==> src/rtl/sar_pkg.sv <==
package sar_pkg;
    localparam int SAMPLE_W = 24;
    localparam int LJ_W     = 20;
    localparam int RJ_SHORT = 16;
    localparam int RJ_MID   = 20;

    typedef enum logic [2:0] {
        FMT_RJ16 = 3'b000,
        FMT_RJ20 = 3'b001,
        FMT_LJ20 = 3'b010,
        FMT_I2S  = 3'b011,
        FMT_RJ24 = 3'b100
    } fmt_e;

    function automatic logic fmt_known(input logic [2:0] code);
        return code <= 3'b100;
    endfunction
endpackage

==> src/rtl/sar_sync.sv <==
module sar_sync #(
    parameter int STAGES = 2
) (
    input  logic clk,
    input  logic rst_n,
    input  logic sck_i,
    input  logic ws_i,
    input  logic sd_i,
    output logic rise_o,
    output logic ws_o,
    output logic sd_o
);
    typedef struct packed {
        logic [STAGES-1:0] sck;
        logic [STAGES-1:0] ws;
        logic [STAGES-1:0] sd;
        logic              sck_last;
    } st_t;

    st_t st_d, st_q;

    always_comb begin
        st_d          = st_q;
        st_d.sck      = {st_q.sck[STAGES-2:0], sck_i};
        st_d.ws       = {st_q.ws[STAGES-2:0], ws_i};
        st_d.sd       = {st_q.sd[STAGES-2:0], sd_i};
        st_d.sck_last = st_q.sck[STAGES-1];
    end

    always_ff @(posedge clk) begin
        if (!rst_n) st_q <= '0;
        else        st_q <= st_d;
    end

    assign rise_o = st_q.sck[STAGES-1] & ~st_q.sck_last;
    assign ws_o   = st_q.ws[STAGES-1];
    assign sd_o   = st_q.sd[STAGES-1];
endmodule

==> src/rtl/sar_frame.sv <==
module sar_frame (
    input  logic clk,
    input  logic rst_n,
    input  logic rise_i,
    input  logic ws_i,
    input  logic i2s_i,
    output logic edge_o,
    output logic close_o,
    output logic left_o
);
    typedef struct packed {
        logic       ws1;
        logic       ws2;
        logic [1:0] prime;
        logic       started;
    } st_t;

    st_t  st_d, st_q;
    logic cur_w, prev_w, primed;

    always_comb begin
        st_d   = st_q;
        cur_w  = i2s_i ? st_q.ws1 : ws_i;
        prev_w = i2s_i ? st_q.ws2 : st_q.ws1;
        primed = i2s_i ? (st_q.prime == 2'd2) : (st_q.prime != 2'd0);
        edge_o = rise_i && primed && (cur_w != prev_w);
        if (rise_i) begin
            st_d.ws1 = ws_i;
            st_d.ws2 = st_q.ws1;
            if (st_q.prime != 2'd2) st_d.prime = st_q.prime + 2'd1;
        end
        if (edge_o) st_d.started = 1'b1;
        close_o = edge_o && st_q.started;
        left_o  = i2s_i ? ~prev_w : prev_w;
    end

    always_ff @(posedge clk) begin
        if (!rst_n) st_q <= '0;
        else        st_q <= st_d;
    end
endmodule

==> src/rtl/sar_word.sv <==
module sar_word
    import sar_pkg::*;
#(
    parameter int SW = SAMPLE_W,
    parameter int LW = LJ_W
) (
    input  logic          clk,
    input  logic          rst_n,
    input  logic          rise_i,
    input  logic          bit_i,
    input  logic          edge_i,
    input  logic [2:0]    fmt_i,
    output logic [SW-1:0] sample_o
);
    localparam int CW = $clog2(LW + 1);

    typedef struct packed {
        logic [SW-1:0] sr;
        logic [LW-1:0] acc;
        logic [CW-1:0] cnt;
    } st_t;

    st_t           st_d, st_q;
    logic [CW-1:0] shamt;
    logic [LW-1:0] aligned;

    always_comb begin
        shamt   = CW'(LW) - st_q.cnt;
        aligned = st_q.acc << shamt;
        case (fmt_i)
            FMT_RJ16: sample_o = {{(SW-RJ_SHORT){st_q.sr[RJ_SHORT-1]}}, st_q.sr[RJ_SHORT-1:0]};
            FMT_RJ20: sample_o = {{(SW-RJ_MID){st_q.sr[RJ_MID-1]}}, st_q.sr[RJ_MID-1:0]};
            FMT_RJ24: sample_o = st_q.sr;
            default:  sample_o = {{(SW-LW){aligned[LW-1]}}, aligned};
        endcase
    end

    always_comb begin
        st_d = st_q;
        if (rise_i) begin
            st_d.sr = {st_q.sr[SW-2:0], bit_i};
            if (edge_i) begin
                st_d.acc = LW'(bit_i);
                st_d.cnt = CW'(1);
            end else if (st_q.cnt < CW'(LW)) begin
                st_d.acc = {st_q.acc[LW-2:0], bit_i};
                st_d.cnt = st_q.cnt + CW'(1);
            end
        end
    end

    always_ff @(posedge clk) begin
        if (!rst_n) st_q <= '0;
        else        st_q <= st_d;
    end

    // the left-justified bit count never passes the word width
    p_acc_count_r6: assert property (@(posedge clk) disable iff (!rst_n)
        st_q.cnt <= CW'(LW));
endmodule

==> src/rtl/sar_rx.sv <==
module sar_rx
    import sar_pkg::*;
(
    input  logic        clk,
    input  logic        rst_n,
    input  logic [2:0]  fmt_sel,
    input  logic        sck_in,
    input  logic        ws_in,
    input  logic        sd_in,
    output logic        out_valid,
    output logic [23:0] out_left,
    output logic [23:0] out_right
);
    typedef struct packed {
        logic [2:0]          fmt;
        logic                have_left;
        logic [SAMPLE_W-1:0] left_hold;
        logic [SAMPLE_W-1:0] out_l;
        logic [SAMPLE_W-1:0] out_r;
        logic                out_v;
    } st_t;

    st_t                 st_d, st_q;
    logic                rise, ws_s, sd_s;
    logic                half_edge, half_close, half_left;
    logic [SAMPLE_W-1:0] word;

    sar_sync #(.STAGES(2)) sync_i (
        .clk(clk), .rst_n(rst_n), .sck_i(sck_in), .ws_i(ws_in), .sd_i(sd_in),
        .rise_o(rise), .ws_o(ws_s), .sd_o(sd_s)
    );

    sar_frame frame_i (
        .clk(clk), .rst_n(rst_n), .rise_i(rise), .ws_i(ws_s),
        .i2s_i(st_q.fmt == FMT_I2S),
        .edge_o(half_edge), .close_o(half_close), .left_o(half_left)
    );

    sar_word #(.SW(SAMPLE_W), .LW(LJ_W)) word_i (
        .clk(clk), .rst_n(rst_n), .rise_i(rise), .bit_i(sd_s),
        .edge_i(half_edge), .fmt_i(st_q.fmt), .sample_o(word)
    );

    always_comb begin
        st_d       = st_q;
        st_d.out_v = 1'b0;
        if (fmt_known(st_q.fmt) && half_close) begin
            if (half_left) begin
                st_d.left_hold = word;
                st_d.have_left = 1'b1;
            end else if (st_q.have_left) begin
                st_d.out_l     = st_q.left_hold;
                st_d.out_r     = word;
                st_d.out_v     = 1'b1;
                st_d.have_left = 1'b0;
            end
        end
    end

    always_ff @(posedge clk) begin
        if (!rst_n) begin
            st_q     <= '0;
            st_q.fmt <= fmt_sel;
        end else begin
            st_q <= st_d;
        end
    end

    assign out_valid = st_q.out_v;
    assign out_left  = st_q.out_l;
    assign out_right = st_q.out_r;

    // strobe lasts one cycle
    p_valid_pulse_r8: assert property (@(posedge clk) disable iff (!rst_n)
        out_valid |=> !out_valid);

    // outputs hold between strobes
    p_hold_outputs_r8: assert property (@(posedge clk) disable iff (!rst_n)
        !out_valid |-> ($stable(out_left) && $stable(out_right)));

    // reserved codes stay silent
    p_reserved_silent_r10: assert property (@(posedge clk) disable iff (!rst_n)
        !fmt_known(st_q.fmt) |-> !out_valid);

    // 16-bit samples arrive sign-extended
    p_sext16_r3: assert property (@(posedge clk) disable iff (!rst_n)
        (out_valid && st_q.fmt == FMT_RJ16) |->
        ((&out_left[23:15] || ~|out_left[23:15]) &&
         (&out_right[23:15] || ~|out_right[23:15])));
endmodule

==> config.mk <==
export PLATFORM = sky130hd
export DESIGN_NAME = sar_rx
export DESIGN_NICKNAME = d
export VERILOG_FILES = /design/src/rtl/sar_pkg.sv /design/src/rtl/sar_sync.sv /design/src/rtl/sar_frame.sv /design/src/rtl/sar_word.sv /design/src/rtl/sar_rx.sv
export SDC_FILE = /design/constraint.sdc
export NUM_CORES = 1
export LEC_CHECK = 0
export CAP_MARGIN = 30
export CELL_PAD_IN_SITES_DETAIL_PLACEMENT = 1
export CELL_PAD_IN_SITES_GLOBAL_PLACEMENT = 2
export CORE_ASPECT_RATIO = 1.1
export CORE_UTILIZATION = 33
export CTS_CLUSTER_SIZE = 25
export DETAILED_ROUTE_END_ITERATION = 16
export GPL_ROUTABILITY_DRIVEN = 0
export PLACE_DENSITY_LB_ADDON = 0.1
export SYNTH_ARGS = -nofsm -noshare
export SYNTH_HDL_FRONTEND = slang
export SYNTH_HIERARCHICAL = 1
export SYNTH_SLANG_ARGS = --single-unit
==> constraint.sdc <==
create_clock -name clk -period 2.3 [get_ports clk]
set_input_delay 0.46 -clock clk [delete_from_list [all_inputs] [get_ports clk]]
set_output_delay 0.46 -clock clk [all_outputs]
set_load 0.1 [all_outputs]
==> results.tsv, run 1 <==
stage	metric	value	unit
setup_path	crit_chain	inv_8, ha_4, mux2_4, mux4_2, nor2_1, a31oi_1, a22o_1, nand2_1, mux2i_1	
synthesis	ys_ff_latch	138	
floorplanning	row_count	55	
synthesis	syn_nets	746	
cells_and_area	nNetsFinal	782	
floorplanning	die_h	154	um
setup_path	reg2reg_depth	9	
floorplanning	fp.dieW	140	um
placed_design	io_buffer_count	56	
placed_design	dp_cells	998	
run	drv_cap	0	
floorplanning	core	20600	sq um
power_and_ir_drop	power.total	5.61	mW
setup_path	end_kind	flip-flop	
setup_path	cp.arrival	2600	ps
timing	tns	0	ps
drt	ant_nets	0	
timing	period_share	0.998	
min_path	hold_class	in2reg	
outcome	run_status	finished clean	
floorplanning	die_area	21500	sq um
global_routing	grt_pass1_vias	5292	
min_path	hold_end	frame_i/st_q[1]	
cts	cts_buffer_depth	2	
timing	post-route-min-period	2300	ps
synthesis	ys_seq_area_frac	0.404	
setup_path	crit_type	reg2reg	
setup_path	r2r-start	word_i/st_q[0]	
setup_path	crit_family	multiplexers	
min_path	min_delay_path_depth	2	
floorplanning	floorplan.initialDensity	0.336	
timing	setup_slack	4.25	ps
drt	vias	5168	
power_and_ir_drop	power_per_cell_area	668	nW/um^2
cts	worstSkewPairLatency	420	ps
timing	hold_violations	0	
cts	cts_tree	yes	
power_and_ir_drop	p_leak	3.02	nW
cells_and_area	fill_cells	2302	
cts	cts_sinks	138	
global_routing	grt_antenna_before_repair	0	
placed_design	place_ws	-113	ps
setup_path	worst-path-buf-inv	1	
drt	drt_iter0_drc	88	
synthesis	yosysWarnings	6	
setup_path	path_max_fanout	7	
setup_path	crit_path_top_delay_cell	mux4_2	
synthesis	synth.avg_cell_area	9.40	sq um
floorplanning	num_io_pins	57	
cells_and_area	multi_input_area	3620	sq um
global_routing	grt_max_degree	102	
placed_design	placed_area	7480	sq um
timing	slew_violations	0	
synthesis	syn_area	6910	sq um
setup_path	rrSetupSlack	4	ps
timing	final-setup-viol-count	0	
setup_path	required	2600	ps
cts	cts-root-buf	clkbuf_16	
min_path	min_from	rst_n	
drt	post-route-drc-count	0	
placed_design	hpwl	12200	um
cells_and_area	final_cells	1039	
drt	via_per_inst	4.97	
timing	finClkSkew	6.30	ps
setup_path	cpPeakStageDelay	500	ps
setup_path	r2r-end	out_right[14]	
timing	max_slew_margin	0.642	
synthesis	ys_types	64	
synthesis	synth_edf_count	3	
timing	rsz0062_at_grt	true	
timing	fmax	0.436	GHz
setup_path	cp-start-kind	flip-flop	
cts	htreeDepth	4	
power_and_ir_drop	ir_worst_vdd	0.493	mV
cells_and_area	postLayoutCellArea	8390	sq um
cells_and_area	ff_latch_area	2800	sq um
global_routing	gr-total-overflow	0	
cells_and_area	finish.utilization	0.408	
cts	clk_pin_slew	60	ps
global_routing	grt_pass1_wl	28300	um
cells_and_area	n_antenna_cell	0	
drt	wl_per_cell	16.7	um
synthesis	async_reset_ff_frac	0	
timing	hold_slack	377	ps
synthesis	synthFlopType	dfxtp_1	
cells_and_area	area_growth	21.4	%
global_routing	grt_usage	0.166	
cells_and_area	drive_gt1_frac	0.261	
cells_and_area	layout_commonest_cell	nand2_1	
drt	finalWirelength	17400	um
synthesis	netlist_instances	735	
drt	firstDrtPassIters	4	
cells_and_area	layout_common_cells	151 x nand2_1, 133 x dfxtp_1, 110 x mux2i_1	
timing	worst_slew_pin_slew	537	ps
cts	cts_made_buffers	17	
## area by class of cell
| class | count | share of cell area |
|---|---|---|
| clock buffers | 19 | 0.0540 |
| clock inverters | 12 | 0.0198 |
| inverters | 9 | 0.00492 |
| multi-input cells | 493 | 0.431 |
| flip-flops and latches | 138 | 0.333 |
| well taps | 256 | 0.0382 |
| repair buffers | 112 | 0.119 |
## sequential cells by signal, indices dropped and copies added, names as in the netlist
name          flops
word_i/st_q      49
st_q             25
out_left         24
out_right        24
frame_i/st_q      5
sync_i/st_d       4
st_d              3
out_valid         1
sync_i/sd_o       1
sync_i/st_q       1
sync_i/ws_o       1
## metal layers
metal | global-route usage | up-vias | share of wire
li1 | - | 2547 | -
met1 | 0.208 | 2556 | 0.48
met2 | 0.285 | 51 | 0.49
met3 | 0.0268 | 14 | 0.017
met4 | 0.0597 | 0 | 0.013
met5 | 0 | - | 0
## where the power goes
part | switching (mW) | internal (mW)
Clock | 1.11 | 1.77
Sequential | 0.00967 | 2.41
Combinational | 0.173 | 0.125
## kinds of logic after synthesis
logic type,after synthesis,synth area share
AND/OR/NAND/NOR,260,0.174
multiplexers,138,0.220
flip-flops,138,0.404
buffers and inverters,104,0.102
AO/OA/AOI/OAI,83,0.0780
XOR/XNOR,9,0.0158
adder cells (fa/ha/maj),3,0.00543
## synthesized netlist by cell type (all sizes together), types with 2 or more instances
library cell  number  share of area
a211oi             2         0.0022
a21oi             36          0.026
a22o               5         0.0063
a31oi              2         0.0018
and2              10         0.0091
buf               78          0.088
clkbuf            17         0.0092
dfxtp            135           0.39
edfxtp             3          0.013
ha                 3         0.0054
inv                9         0.0053
mux2               9          0.015
mux2i            119           0.17
mux4              10          0.033
nand2            153          0.083
nand3              9         0.0065
nand3b            20          0.022
nor2              39          0.022
nor2b              6         0.0065
nor3               8         0.0074
nor3b              4         0.0043
nor4               2         0.0040
o211ai             5         0.0062
o21a               2         0.0033
o21ai             17          0.014
o221ai             3         0.0038
o31ai              2         0.0029
or3                4         0.0036
xnor2              6          0.011
xor2               3         0.0049
## worst max-delay path by stage
| stage | startpoint | to | slack, ps | cells after the start |
|---|---|---|---|---|
| floorplan | word_i/st_q[0] | out_right[15] | -10 | 12 |
| global placement | word_i/st_q[0] | st_q[64] | -90 | 10 |
| detailed placement | word_i/st_q[0] | st_q[71] | -110 | 10 |
| CTS | word_i/st_q[0] | st_q[71] | 10 | 11 |
| global route | word_i/st_q[0] | st_q[67] | -80 | 10 |
| finish | word_i/st_q[0] | out_right[14] | 4 | 9 |
## what timing repair did
item,4_1_cts,5_1_grt
gates cloned,0,1
setup endpoints to repair,24,77
resized for setup,19,29
hold buffers,0,0
pin swaps,4,6
setup buffers,1,8
(Power assumes the default switching activity.)
==> run 2, diff against run 1 <==
Settings changed: SLEW_MARGIN from default to 20.
==> results of run 2 <==
The final DEF is identical to that of run 1; final timing and power are the same.
